`config.mk`:
```
export PLATFORM = sky130hd
export DESIGN_NAME = stat_alu
export DESIGN_NICKNAME = d
export VERILOG_FILES = /design/src/rtl/stat_alu_pkg.sv /design/src/rtl/stat_alu_arith.sv /design/src/rtl/stat_alu_logic.sv /design/src/rtl/stat_alu_shift.sv /design/src/rtl/stat_alu_flag_reg.sv /design/src/rtl/stat_alu.sv
export SDC_FILE = /design/constraint.sdc
export NUM_CORES = 1
export LEC_CHECK = 0
export BUFFER_PORTS_ARGS = -buffer_cell sky130_fd_sc_hd__buf_2
export CORE_UTILIZATION = 62
export CTS_BUF_LIST = sky130_fd_sc_hd__clkbuf_8
export CTS_CLUSTER_SIZE = 20
export DETAILED_ROUTE_END_ITERATION = 8
export PLACE_DENSITY = 0.85
export SLEW_MARGIN = 10
export SYNTH_ARGS = -nofsm -noshare
export SYNTH_HDL_FRONTEND = slang
export SYNTH_SLANG_ARGS = --single-unit
```
`constraint.sdc`:
```
create_clock -name clk -period 11.2 [get_ports clk]
set_input_delay 0.56 -clock clk [delete_from_list [all_inputs] [get_ports clk]]
set_output_delay 0.56 -clock clk [all_outputs]
set_load 0.05 [all_outputs]
```
`src/rtl/stat_alu_pkg.sv`:
```
package stat_alu_pkg;

  localparam int BYTE_W = 8;
  localparam int FLAG_W = 6;

  typedef enum logic [4:0] {
    OP_ADD  = 5'd0,
    OP_ADC  = 5'd1,
    OP_SUB  = 5'd2,
    OP_SBB  = 5'd3,
    OP_CMP  = 5'd4,
    OP_INC  = 5'd5,
    OP_DEC  = 5'd6,
    OP_NEG  = 5'd7,
    OP_AND  = 5'd8,
    OP_OR   = 5'd9,
    OP_XOR  = 5'd10,
    OP_NOT  = 5'd11,
    OP_TEST = 5'd12,
    OP_SHL  = 5'd13,
    OP_SHR  = 5'd14,
    OP_SAR  = 5'd15,
    OP_ROL  = 5'd16,
    OP_ROR  = 5'd17,
    OP_RCL  = 5'd18,
    OP_RCR  = 5'd19
  } alu_op_e;

  // Bit order matches flags_o: cf is bit 0, of is bit 5.
  typedef struct packed {
    logic of;
    logic sf;
    logic zf;
    logic af;
    logic pf;
    logic cf;
  } alu_flags_t;

  function automatic logic even_ones8(input logic [BYTE_W-1:0] v);
    return ~(^v);
  endfunction

endpackage

```
`src/rtl/stat_alu_arith.sv`:
```
module stat_alu_arith
  import stat_alu_pkg::*;
#(
  parameter int W = 16
) (
  input  logic         clk,
  input  logic         rst_n,
  input  alu_op_e      op,
  input  logic         word,
  input  logic [W-1:0] a,
  input  logic [W-1:0] b,
  input  logic         cin,
  output logic [W-1:0] res,
  output logic         cf,
  output logic         af,
  output logic         of
);

  localparam int MSB  = W - 1;
  localparam int BMSB = BYTE_W - 1;

  function automatic logic [W-1:0] fit(input logic [W-1:0] v, input logic wd);
    return wd ? v : {{(W-BYTE_W){1'b0}}, v[BMSB:0]};
  endfunction

  function automatic logic top_bit(input logic [W-1:0] v, input logic wd);
    return wd ? v[MSB] : v[BMSB];
  endfunction

  logic         is_sub;
  logic         c_in;
  logic [W-1:0] xa;
  logic [W-1:0] yb;
  logic [W:0]   raw;
  logic [4:0]   nib;
  logic         sx, sy, sr;

  always_comb begin
    xa     = fit(a, word);
    yb     = fit(b, word);
    is_sub = 1'b0;
    c_in   = 1'b0;
    case (op)
      OP_ADC:         c_in = cin;
      OP_SUB, OP_CMP: is_sub = 1'b1;
      OP_SBB: begin
        is_sub = 1'b1;
        c_in   = cin;
      end
      OP_INC: yb = {{(W-1){1'b0}}, 1'b1};
      OP_DEC: begin
        yb     = {{(W-1){1'b0}}, 1'b1};
        is_sub = 1'b1;
      end
      OP_NEG: begin
        xa     = '0;
        yb     = fit(a, word);
        is_sub = 1'b1;
      end
      default: ;
    endcase
  end

  always_comb begin
    if (is_sub) begin
      raw = {1'b0, xa} - {1'b0, yb} - {{W{1'b0}}, c_in};
      nib = {1'b0, xa[3:0]} - {1'b0, yb[3:0]} - {4'b0, c_in};
    end else begin
      raw = {1'b0, xa} + {1'b0, yb} + {{W{1'b0}}, c_in};
      nib = {1'b0, xa[3:0]} + {1'b0, yb[3:0]} + {4'b0, c_in};
    end
  end

  assign res = fit(raw[W-1:0], word);
  assign cf  = word ? raw[W] : raw[BYTE_W];
  assign af  = nib[4];
  assign sx  = top_bit(xa, word);
  assign sy  = top_bit(yb, word);
  assign sr  = top_bit(res, word);
  assign of  = is_sub ? ((sx ^ sy) & (sr ^ sx)) : (~(sx ^ sy) & (sr ^ sx));

  AST_NEG_ZERO_NO_BORROW: assert property (@(posedge clk) disable iff (!rst_n)
    (op == OP_NEG && fit(a, word) == '0) |-> (!cf && res == '0));
  AST_ADD_MIXED_NO_OVERFLOW: assert property (@(posedge clk) disable iff (!rst_n)
    (op == OP_ADD && top_bit(a, word) != top_bit(b, word)) |-> !of);

endmodule

```
`src/rtl/stat_alu_logic.sv`:
```
module stat_alu_logic
  import stat_alu_pkg::*;
#(
  parameter int W = 16
) (
  input  alu_op_e      op,
  input  logic         word,
  input  logic [W-1:0] a,
  input  logic [W-1:0] b,
  output logic [W-1:0] res
);

  logic [W-1:0] raw;

  always_comb begin
    case (op)
      OP_AND, OP_TEST: raw = a & b;
      OP_OR:           raw = a | b;
      OP_XOR:          raw = a ^ b;
      OP_NOT:          raw = ~a;
      default:         raw = '0;
    endcase
  end

  assign res = word ? raw : {{(W-BYTE_W){1'b0}}, raw[BYTE_W-1:0]};

endmodule

```
`src/rtl/stat_alu_shift.sv`:
```
module stat_alu_shift
  import stat_alu_pkg::*;
#(
  parameter int W = 16
) (
  input  logic         clk,
  input  logic         rst_n,
  input  alu_op_e      op,
  input  logic         word,
  input  logic [W-1:0] a,
  input  logic         cin,
  output logic [W-1:0] res,
  output logic         cf,
  output logic         of
);

  localparam int MSB  = W - 1;
  localparam int BMSB = BYTE_W - 1;

  function automatic logic [W-1:0] fit(input logic [W-1:0] v, input logic wd);
    return wd ? v : {{(W-BYTE_W){1'b0}}, v[BMSB:0]};
  endfunction

  function automatic logic top_bit(input logic [W-1:0] v, input logic wd);
    return wd ? v[MSB] : v[BMSB];
  endfunction

  logic [W-1:0] x;
  logic [W-1:0] top_mask;
  logic [W-1:0] raw;
  logic         xt;
  logic         rt;
  logic         rn;

  assign x        = fit(a, word);
  assign xt       = top_bit(x, word);
  assign top_mask = word ? (W'(1) << MSB) : (W'(1) << BMSB);

  always_comb begin
    raw = '0;
    cf  = 1'b0;
    case (op)
      OP_SHL: begin raw = x << 1;                               cf = xt;   end
      OP_SHR: begin raw = x >> 1;                               cf = x[0]; end
      OP_SAR: begin raw = (x >> 1) | (xt ? top_mask : '0);      cf = x[0]; end
      OP_ROL: begin raw = (x << 1) | {{(W-1){1'b0}}, xt};       cf = xt;   end
      OP_ROR: begin raw = (x >> 1) | (x[0] ? top_mask : '0);    cf = x[0]; end
      OP_RCL: begin raw = (x << 1) | {{(W-1){1'b0}}, cin};      cf = xt;   end
      OP_RCR: begin raw = (x >> 1) | (cin ? top_mask : '0);     cf = x[0]; end
      default: ;
    endcase
  end

  assign res = fit(raw, word);
  assign rt  = top_bit(res, word);
  assign rn  = word ? res[MSB-1] : res[BMSB-1];

  always_comb begin
    case (op)
      OP_SHL, OP_ROL, OP_RCL: of = rt ^ cf;
      OP_SHR:                 of = xt;
      OP_ROR, OP_RCR:         of = rt ^ rn;
      default:                of = 1'b0;
    endcase
  end

  AST_SAR_SIGN_KEPT: assert property (@(posedge clk) disable iff (!rst_n)
    (op == OP_SAR) |-> (top_bit(res, word) == top_bit(a, word)));
  AST_RCL_CARRY_ENTERS: assert property (@(posedge clk) disable iff (!rst_n)
    (op == OP_RCL) |-> (res[0] == cin));

endmodule

```
`src/rtl/stat_alu_flag_reg.sv`:
```
module stat_alu_flag_reg
  import stat_alu_pkg::*;
(
  input  logic              clk,
  input  logic              rst_n,
  input  logic              we,
  input  logic [FLAG_W-1:0] mask,
  input  logic [FLAG_W-1:0] nxt,
  output logic [FLAG_W-1:0] q
);

  always_ff @(posedge clk or negedge rst_n) begin
    if (!rst_n) begin
      q <= '0;
    end else if (we) begin
      q <= (q & ~mask) | (nxt & mask);
    end
  end

  AST_FLAG_HOLD: assert property (@(posedge clk) disable iff (!rst_n)
    !we |=> $stable(q));
  AST_MASKED_KEEP: assert property (@(posedge clk) disable iff (!rst_n)
    we |=> ((q & ~$past(mask)) == ($past(q) & ~$past(mask))));

endmodule

```
`src/rtl/stat_alu.sv`:
```
module stat_alu
  import stat_alu_pkg::*;
#(
  parameter int DATA_W = 16
) (
  input  logic              clk,
  input  logic              rst_n,
  input  logic [4:0]        op_i,
  input  logic              word_i,
  input  logic [DATA_W-1:0] a_i,
  input  logic [DATA_W-1:0] b_i,
  input  logic              flag_we_i,
  output logic [DATA_W-1:0] res_o,
  output logic              res_we_o,
  output logic [FLAG_W-1:0] flags_o
);

  localparam int MSB = DATA_W - 1;
  localparam logic [FLAG_W-1:0] UPD_ALL   = 6'h3F;
  localparam logic [FLAG_W-1:0] UPD_NO_CF = 6'h3E;
  localparam logic [FLAG_W-1:0] UPD_CF_OF = 6'h21;

  alu_op_e           op;
  logic              arith_sel, logic_sel, shift_sel, wr;
  logic [FLAG_W-1:0] upd_mask;
  logic [DATA_W-1:0] ar_res, lg_res, sh_res;
  logic              ar_cf, ar_af, ar_of;
  logic              sh_cf, sh_of;
  logic              cur_cf;
  alu_flags_t        nxt;

  assign op     = alu_op_e'(op_i);
  assign cur_cf = flags_o[0];

  always_comb begin
    arith_sel = 1'b0;
    logic_sel = 1'b0;
    shift_sel = 1'b0;
    wr        = 1'b0;
    upd_mask  = '0;
    case (op)
      OP_ADD, OP_ADC, OP_SUB, OP_SBB, OP_NEG: begin
        arith_sel = 1'b1; wr = 1'b1; upd_mask = UPD_ALL;
      end
      OP_CMP: begin
        arith_sel = 1'b1; upd_mask = UPD_ALL;
      end
      OP_INC, OP_DEC: begin
        arith_sel = 1'b1; wr = 1'b1; upd_mask = UPD_NO_CF;
      end
      OP_AND, OP_OR, OP_XOR: begin
        logic_sel = 1'b1; wr = 1'b1; upd_mask = UPD_ALL;
      end
      OP_TEST: begin
        logic_sel = 1'b1; upd_mask = UPD_ALL;
      end
      OP_NOT: begin
        logic_sel = 1'b1; wr = 1'b1;
      end
      OP_SHL, OP_SHR, OP_SAR: begin
        shift_sel = 1'b1; wr = 1'b1; upd_mask = UPD_ALL;
      end
      OP_ROL, OP_ROR, OP_RCL, OP_RCR: begin
        shift_sel = 1'b1; wr = 1'b1; upd_mask = UPD_CF_OF;
      end
      default: ;
    endcase
  end

  stat_alu_arith #(.W(DATA_W)) u_arith (
    .clk  (clk),
    .rst_n(rst_n),
    .op   (op),
    .word (word_i),
    .a    (a_i),
    .b    (b_i),
    .cin  (cur_cf),
    .res  (ar_res),
    .cf   (ar_cf),
    .af   (ar_af),
    .of   (ar_of)
  );

  stat_alu_logic #(.W(DATA_W)) u_logic (
    .op  (op),
    .word(word_i),
    .a   (a_i),
    .b   (b_i),
    .res (lg_res)
  );

  stat_alu_shift #(.W(DATA_W)) u_shift (
    .clk  (clk),
    .rst_n(rst_n),
    .op   (op),
    .word (word_i),
    .a    (a_i),
    .cin  (cur_cf),
    .res  (sh_res),
    .cf   (sh_cf),
    .of   (sh_of)
  );

  always_comb begin
    if (arith_sel)      res_o = ar_res;
    else if (logic_sel) res_o = lg_res;
    else if (shift_sel) res_o = sh_res;
    else                res_o = '0;
  end

  assign res_we_o = wr;

  always_comb begin
    nxt.zf = (res_o == '0);
    nxt.sf = word_i ? res_o[MSB] : res_o[BYTE_W-1];
    nxt.pf = even_ones8(res_o[BYTE_W-1:0]);
    nxt.cf = arith_sel ? ar_cf : (shift_sel ? sh_cf : 1'b0);
    nxt.of = arith_sel ? ar_of : (shift_sel ? sh_of : 1'b0);
    nxt.af = arith_sel ? ar_af : 1'b0;
  end

  stat_alu_flag_reg u_flags (
    .clk  (clk),
    .rst_n(rst_n),
    .we   (flag_we_i),
    .mask (upd_mask),
    .nxt  (nxt),
    .q    (flags_o)
  );

  AST_COMPARE_NO_WRITE: assert property (@(posedge clk) disable iff (!rst_n)
    (op_i == 5'd4 || op_i == 5'd12) |-> !res_we_o);
  AST_INCDEC_KEEP_CF: assert property (@(posedge clk) disable iff (!rst_n)
    (flag_we_i && (op_i == 5'd5 || op_i == 5'd6)) |=> (flags_o[0] == $past(flags_o[0])));
  AST_LOGIC_CLEARS: assert property (@(posedge clk) disable iff (!rst_n)
    (flag_we_i && op_i >= 5'd8 && op_i <= 5'd12 && op_i != 5'd11)
      |=> (!flags_o[0] && !flags_o[2] && !flags_o[5]));
  AST_ROTATE_ONLY_CF_OF: assert property (@(posedge clk) disable iff (!rst_n)
    (flag_we_i && op_i >= 5'd16 && op_i <= 5'd19) |=> (flags_o[4:1] == $past(flags_o[4:1])));
  AST_BYTE_UPPER_ZERO: assert property (@(posedge clk) disable iff (!rst_n)
    !word_i |-> (res_o[MSB:BYTE_W] == '0));

endmodule

```
==> summary by stage, run 1 <==
Synth
The mean cell area of the mapped netlist is 6.93 sq um. Of all flip-flops after synthesis, the portion carrying an async set or reset was 1.00. The area share of the largest cell type after synthesis is 0.212. Synthesis inferred 6 register bits. The synthesized netlist contains 78 unique library cells.

The synthesized instance count is 674. The share of the Yosys chip area taken by registers is 0.0322. During synthesis, Yosys emitted a total of 0 warnings. The synthesized design contains 0 enable-type register cells. The commonest cells after synthesis are sky130_fd_sc_hd__inv_1 (83), sky130_fd_sc_hd__ha_1 (79), sky130_fd_sc_hd__nor2_1 (59), sky130_fd_sc_hd__nand2_1 (40), sky130_fd_sc_hd__o21ai_0 (32).

Among all flip-flop cells after synthesis, the most frequent one is sky130_fd_sc_hd__dfrtp_1. The mapped netlist covers 0.00467 sq mm. Yosys attributes the largest share of cell area to sky130_fd_sc_hd__ha_1 (21%), sky130_fd_sc_hd__inv_1 (6.7%), sky130_fd_sc_hd__nor2_1 (4.7%). The synthesized net count is 798. The post-synthesis cell type with the largest combined area is sky130_fd_sc_hd__ha_1. Yosys instantiated no cell more often than sky130_fd_sc_hd__inv_1.

Clock network
After clock tree synthesis, the repair step resized 0 gates. In this run the number of H-tree levels came out at 1. After clock tree synthesis, the flow added hold-fix buffers numbering 0. The number of setup buffers added after CTS is 0. TritonCTS built the clock tree.

The clock passes through at most 2 buffers. The clock reaches the later pin of the worst-skew pair after ~240 ps. The number of clock buffers inserted by TritonCTS is 3. The clock transition at the registers of the reported paths is 50 ps. Clock tree synthesis selected as its root buffer the cell sky130_fd_sc_hd__clkbuf_8. For this design, the sink count on the clock tree is 6.

Global route
For this run, the total global-route usage over all layers was measured as 0.401. The first-pass GRT wire length is 24.3 mm. The via count of the first global-routing pass is 4762. The largest net degree at the start of global routing is 28. The initial antenna violation count is 1. For this run the aggregate overflow at the end of global routing stands at 0.

Place
The weighted congestion reported at the end of routability-driven placement is 1.07. Input and output buffers added on the ports amount to 63. The placed wire-length estimate after detailed placement is between 10 and 15 mm. In this run the cell area measured after placement is 0.00500 sq mm.

STA
Dividing the final minimum period by the clock period gives 0.608. In the final timing run, aggregate negative setup slack is 0 ps. The total count of max-transition violations in the final report is 0.

The worst clock skew on the final layout is 10.3 ps. Based on the critical path, the design can be clocked at up to 147 MHz. In this run the tightest slew margin relative to its limit is 0.273. The smallest clock period supported by the final layout is computed as 6810 ps. Setup violations remaining at the end of the flow were counted as 0.

The actual slew at the worst max-slew pin is roughly 1100 ps. Hold is met by 140 ps. The count of endpoints failing hold in the final timing report is 0.

Setup repair after global routing left no endpoint under its margin.

Cells and area
The net count of the finished layout is 835. The final standard cell area without fillers is 0.00504 sq mm. The count of fill cells added during filler insertion is 669. In the final layout, the multi-input gates occupy 0.00407 sq mm. The total area of sequential cells is 150 sq um. Of the cells placed in the final design, the portion with a size suffix greater than 1 is 0.133. Compared with the post-synthesis result, the final layout area differs by 7.90%. The repair_antennas step left the layout with diodes totalling 0.

Floorplanning
The die is 88.8 microns tall. The total area inside the core boundary comes to 0.00725 sq mm. The x dimension of the die is 88.8 microns.

The overall die area is 0.00788 sq mm. The top-level I/O count is 64. The cell row count is 31. The initial core utilization is 0.644.

Routing
After detailed routing, the average wire length per cell comes to 19.3 microns. The first detailed-routing pass ran for 6 iterations. The final antenna-violating net count is 0. The per-cell via count in the routed design is 6.79. The number of vias after detailed routing is 5489. For this block, the initial DRC count from the detailed router was 740. The sum of routed wire length over all layers is 15.6 mm.

In the routed design, unresolved DRC markers number 0.

Min path
The min-delay analysis places its worst path in the category in2async.

Worst setup path
In this design, the stage delay of the slowest critical-path cell is around 850 ps. The critical path goes through buf_2 -> nor2_1 -> nand3_1 -> o22ai_1 -> inv_1 -> fa_1 -> inv_1 -> ha_1 -> nor2_1 -> a41oi_1 -> a31oi_1 -> xnor2_1 -> a21oi_1 -> a21oi_1 -> ha_1 -> nand4_1 -> or3_1 -> or4_1 -> o41ai_2. By startpoint and endpoint, the worst setup path is classified as in2reg. At the worst endpoint, the required time is between 10000 and 15000 ps. The largest driver fanout on the critical path is 15. Counting cells, the worst reg-to-reg path comes to 16. The worst setup path is launched from an input pin.

The cell at the slowest stage of the critical path is sky130_fd_sc_hd__nor2_1. The endpoint kind of the worst setup timing path is a flip-flop. For flop-to-flop paths, the worst setup slack is between 6000 and 7000 ps. The timing startpoint of the critical path is op_i[3]. The data arrival time at the worst-slack endpoint is 6920 ps.

Power and ir drop
For this design the static power due to leakage is ~2.5 nW. The worst-case vdd ir drop is 0.0491 mV. The areal power density over the cells is about 79 mW/mm^2.

Flow run
The tool flagged a number of max-cap violations equal to 0.

Run status
The run finished with clean final reports.
[cell usage in the layout, fill, tap and decap left out, types with 5 or more instances in the layout]
cell and count:
sky130_fd_sc_hd__nor3b_1 5, sky130_fd_sc_hd__or3_1 7, sky130_fd_sc_hd__a221oi_1 10, sky130_fd_sc_hd__nand2_1 40, sky130_fd_sc_hd__ha_1 79, sky130_fd_sc_hd__nor2b_1 8, sky130_fd_sc_hd__o21ai_0 32, sky130_fd_sc_hd__a22oi_1 17
sky130_fd_sc_hd__nand2b_1 5, sky130_fd_sc_hd__dfrtp_1 6, sky130_fd_sc_hd__buf_2 63, sky130_fd_sc_hd__nor3_1 18, sky130_fd_sc_hd__a211oi_1 12, sky130_fd_sc_hd__and3_1 17, sky130_fd_sc_hd__a21o_1 9, sky130_fd_sc_hd__a31oi_1 7
sky130_fd_sc_hd__o22ai_1 16, sky130_fd_sc_hd__nand3_1 25, sky130_fd_sc_hd__nor2_1 59, sky130_fd_sc_hd__and2_1 7, sky130_fd_sc_hd__o21a_1 7, sky130_fd_sc_hd__nand3b_1 5, sky130_fd_sc_hd__xnor2_1 18, sky130_fd_sc_hd__a21oi_1 30
sky130_fd_sc_hd__or4_1 6, sky130_fd_sc_hd__or2_2 6, sky130_fd_sc_hd__o211ai_1 7, sky130_fd_sc_hd__xor2_1 5, sky130_fd_sc_hd__inv_1 83, sky130_fd_sc_hd__mux2i_1 7
[cells by family after synthesis]
kind of cell             after synthesis  share of synthesized area
XOR/XNOR                              23                     0.0431
AO/OA/AOI/OAI                        200                      0.310
adder cells (fa/ha/maj)               83                      0.229
AND/OR/NAND/NOR                      233                      0.263
buffers and inverters                118                     0.0975
flip-flops                             6                     0.0322
multiplexers                          11                     0.0247
[critical path, delay by kind of cell]
kind,cells,cell delay [ps]
buf+inv,3,360
xor+xnor,1,340
fa+ha+maj,3,770
simple gates,6,2690
compound gates,6,2170
[worst max path at each step]
| stage | end | slack, ps | cells past startpoint |
|---|---|---|---|
| after floorplan | flip-flop | 5830 | 19 |
| final | flip-flop | 4390 | 19 |
| after detailed placement | flip-flop | 4440 | 19 |
| after global placement | flip-flop | 4670 | 19 |
| after global routing | flip-flop | 4220 | 19 |
| after CTS | flip-flop | 4620 | 19 |
[metrics by stage]
step | util | cells | setup WS [ps] | power [mW]
finish | 0.695 | 808 | 4390 | 0.398
global route | 0.695 | 808 | 4220 | 0.428
CTS | 0.695 | 808 | 4620 | 0.389
detailed placement | 0.689 | 805 | 4440 | 0.352
global placement | 0.689 | 805 | 4670 | 0.345
floorplan | - | 674 | 5830 | 0.273
[power by group]
| part | total (mW) | internal, mW | leakage [nW] | switching [mW] |
|---|---|---|---|---|
| combinational | 0.331 | 0.118 | 2.41 | 0.213 |
| sequential | 0.0301 | 0.0268 | 0.0789 | 0.00328 |
| clock | 0.0369 | 0.0235 | 0.0216 | 0.0134 |
[metal layers]
layer  GRT usage  up-vias  part of all wire
li1            -     2531                 -
met1       0.553     2528              0.42
met2       0.610      372              0.42
met3      0.0896       56              0.13
met4       0.142        2             0.030
met5           0        -           0.00058
[final cells by class]
type                    count  share of cell area
flip-flops and latches      6              0.0298
repair buffers             66              0.0670
clock buffers               3             0.00819
well taps                  99              0.0246
inverters                  84              0.0626
multi-input cells         550               0.808
No activity file was read; power rests on OpenSTA's default activity.
==> run 2: changes to the inputs <==
--- a/config.mk
+++ b/config.mk
@@ -6,11 +6,11 @@
 export NUM_CORES = 1
 export LEC_CHECK = 0
 export BUFFER_PORTS_ARGS = -buffer_cell sky130_fd_sc_hd__buf_2
-export CORE_UTILIZATION = 62
+export CORE_UTILIZATION = 56
 export CTS_BUF_LIST = sky130_fd_sc_hd__clkbuf_8
 export CTS_CLUSTER_SIZE = 20
 export DETAILED_ROUTE_END_ITERATION = 8
-export PLACE_DENSITY = 0.85
+export PLACE_DENSITY = 0.81
 export SLEW_MARGIN = 10
 export SYNTH_ARGS = -nofsm -noshare
 export SYNTH_HDL_FRONTEND = slang
==> constraint.sdc (replaced) <==
create_clock -name clk -period 5.6 [get_ports clk]
set_input_delay 0.28 -clock clk [delete_from_list [all_inputs] [get_ports clk]]
set_output_delay 0.28 -clock clk [all_outputs]
set_load 0.05 [all_outputs]
==> run 2 against run 1 <==
Total power rose by 100%. Core utilization shrank 4.7 points. Sequential share of layout area about the same. Worst hold slack better by 270 ps.
==> summary by stage, run 2 (same netlist as run 1, synthesis figures left out) <==
Run status
The run finished with clean final reports.

STA
The actual slew at the worst max-slew pin was 1120 ps (+37.0 ps). The slack of the critical path is 480 ps (-3910 ps). The summed negative setup slack over all endpoints came to 0 ps (unchanged). The worst clock skew on the final layout is 6.86 ps (-3.40 ps).

Setup repair after global routing left no endpoint under its margin. Static timing analysis puts the maximum clock frequency at 195 MHz. Subtracting the final worst setup slack from the clock period gives 5120 ps.

The number of setup violations in the final report came to 0 (unchanged). The count of endpoints failing hold in the final timing report was 0 (unchanged). The total count of max-transition violations in the final report is 0 (unchanged).

Dividing the final minimum period by the clock period gives 0.914. The headroom to the max-slew limit came to 0.251 (-0.0224).

Clock network
The number of clock buffers inserted by TritonCTS is 3 (unchanged). The number of levels in the clock H-tree is 1 (unchanged). The number of resized instances in the post-cts repair step is 0 (unchanged).

The maximum buffer depth of the clock tree is 2 (unchanged). The clock tree from TritonCTS is built. The clock latency on the worst-skew pair was 230 ps (about the same). The clock sink count is 6 (unchanged).

The clock transition at the registers of the reported paths was 40 ps (about the same). The cell at the root of the clock tree is sky130_fd_sc_hd__clkbuf_8.

Floorplanning
The core footprint came to 0.00789 sq mm (+8.7%). The overall die area is 0.00871 sq mm (+10%). The cell row count is 32 (+3.2%). The x dimension of the die is 93.3 microns (+5.1%). The height of the die is 93.3 microns (+5.1%). The initial core utilization is 0.592 (-0.0518). The top-level I/O count is 64 (unchanged).

Worst setup path
The most critical setup path has its startpoint at op_i[1]. The data required time of the critical path is 5320 ps (-5990 ps). By startpoint and endpoint, the worst setup path is classified as in2out. The largest driver fanout on the critical path is 19 (+4).

STA classifies the critical path startpoint as an input pin. The data arrival time at the worst-slack endpoint is 4840 ps (-2080 ps). The worst setup path is captured at an output pin.

Global route
The initial antenna violation count is 0 (-1). The via count of the first global-routing pass is 4857 (+2.0%). The first-pass GRT wire length is 24.6 mm (+1.3%). The total global routing overflow was 0 (unchanged).

The largest net degree at the start of global routing came to 23 (-18%). The aggregate global-route resource usage was 0.355 (-0.0465).

Routing
The sum of routed wire length over all layers is 16.0 mm (+2.3%). The final routed wire length divided by cell count is 19.5 microns (+0.93%). The final antenna-violating net count is 0 (unchanged). The number of vias after detailed routing came to 5518 (+0.53%). The count of routing violations after the opening detailed-route iteration came to 734 (-0.81%). The per-cell via count in the routed design came to 6.74 (-0.82%). The count of TritonRoute iterations in the first routing pass is 6 (unchanged). The count of unresolved DRC violations after routing is 0 (unchanged).

Cells and area
The number of diodes is 0 (unchanged). In the layout the commonest cells are sky130_fd_sc_hd__inv_1 (83), sky130_fd_sc_hd__ha_1 (79), sky130_fd_sc_hd__buf_2 (63). The net count of the finished layout was 843 (+0.96%). The count of fill cells added during filler insertion is 725 (+8.4%).

The fraction of layout instances using a drive strength above 1 is 0.141 (+0.00828). The most common cell after layout, fill and taps aside is sky130_fd_sc_hd__inv_1. The synthesis-to-finish area growth is 9.32%. The final core area utilization is 0.647 (-0.0475).

Flow run
The total of max-cap violations is 0 (unchanged).

Power and ir drop
The worst-case vdd ir drop was 0.0893 mV (+82%). The static leakage came to 2.55 nW (+1.6%). The areal power density over the cells is 156 mW/mm^2 (+98%).

Min path
The tightest min-delay check is of the in2async type.

Place
The post-placement setup slack is 618 ps (-3820 ps). The count of input and output buffers is 63 (unchanged). The weighted congestion reported at the end of routability-driven placement came to 1.00 (-5.9%). The placed wire-length estimate after detailed placement is 12.7 mm (+4.7%).
==> run 2: area by class of cell <==
cell class | count | area, sq um | share of cell area
Clock buffer | 3 | 41.3 | 0.00809
Inverter | 84 | 315 | 0.0618
Multi-Input combinational cell | 550 | 4070 | 0.797
Sequential cell | 6 | 150 | 0.0294
Tap cell | 102 | 128 | 0.0250
Timing Repair Buffer | 74 | 400 | 0.0784
==> run 2: per-stage QoR <==
stage / cells / hold WS, ps / total power [mW] / area, sq um
6_report: 819 / 406 / 0.798 / 5100
3_3_place_gp: 815 / 114 / 0.696 / 5050
2_1_floorplan: 674 / -15.6 / 0.547 / 4670
4_1_cts: 819 / 413 / 0.782 / 5100
3_5_place_dp: 815 / 116 / 0.712 / 5050
5_1_grt: 819 / 432 / 0.849 / 5100
==> run 2: path summary, 6_finish.rpt <==
kind | endpoint | slack, ps | cells past startpoint
min | asynchronous set/reset pin | 410 | 2
max reg2reg | flip-flop | 1270 | 17
min in group clk | flip-flop | 470 | 2
max in group asynchronous | asynchronous set/reset pin | 5040 | 2
min reg2reg | flip-flop | 470 | 2
max | res_o[14] | 480 | 16
==> run 2: timing repair <==
action | in CTS | in global routing
hold endpoints to repair | 6 | 0
setup buffers | 0 | 0
hold buffers | 1 | 0
==> run 2: critical path: stages <==
cell and delay (ps):
sky130_fd_sc_hd__buf_2 310, sky130_fd_sc_hd__and2_1 250, sky130_fd_sc_hd__nand3_1 120, sky130_fd_sc_hd__buf_4 230
sky130_fd_sc_hd__o22ai_1 430, sky130_fd_sc_hd__ha_1 390, sky130_fd_sc_hd__inv_1 180, sky130_fd_sc_hd__ha_1 330
sky130_fd_sc_hd__a21o_1 230, sky130_fd_sc_hd__a21o_1 190, sky130_fd_sc_hd__a221oi_1 430, sky130_fd_sc_hd__o21ai_0 250
sky130_fd_sc_hd__o211a_1 250, sky130_fd_sc_hd__o31ai_1 400, sky130_fd_sc_hd__nand3_1 270, sky130_fd_sc_hd__buf_2 290
==> run 2: per-layer routing <==
layer / vias to the layer above / part of all wire / global-route usage
li1: 2552 / - / -
met1: 2528 / 0.42 / 0.494
met2: 391 / 0.44 / 0.579
met3: 47 / 0.11 / 0.0382
met4: 0 / 0.025 / 0.0897
met5: - / 0 / 0
==> run 2: power breakdown <==
part	internal, mW	switching, mW	leakage [nW]	total (mW)
logic	0.239	0.430	2.45	0.669
clock network	0.0464	0.0210	0.0216	0.0674
registers	0.0536	0.00869	0.0789	0.0623
total	0.339	0.460	2.55	0.798
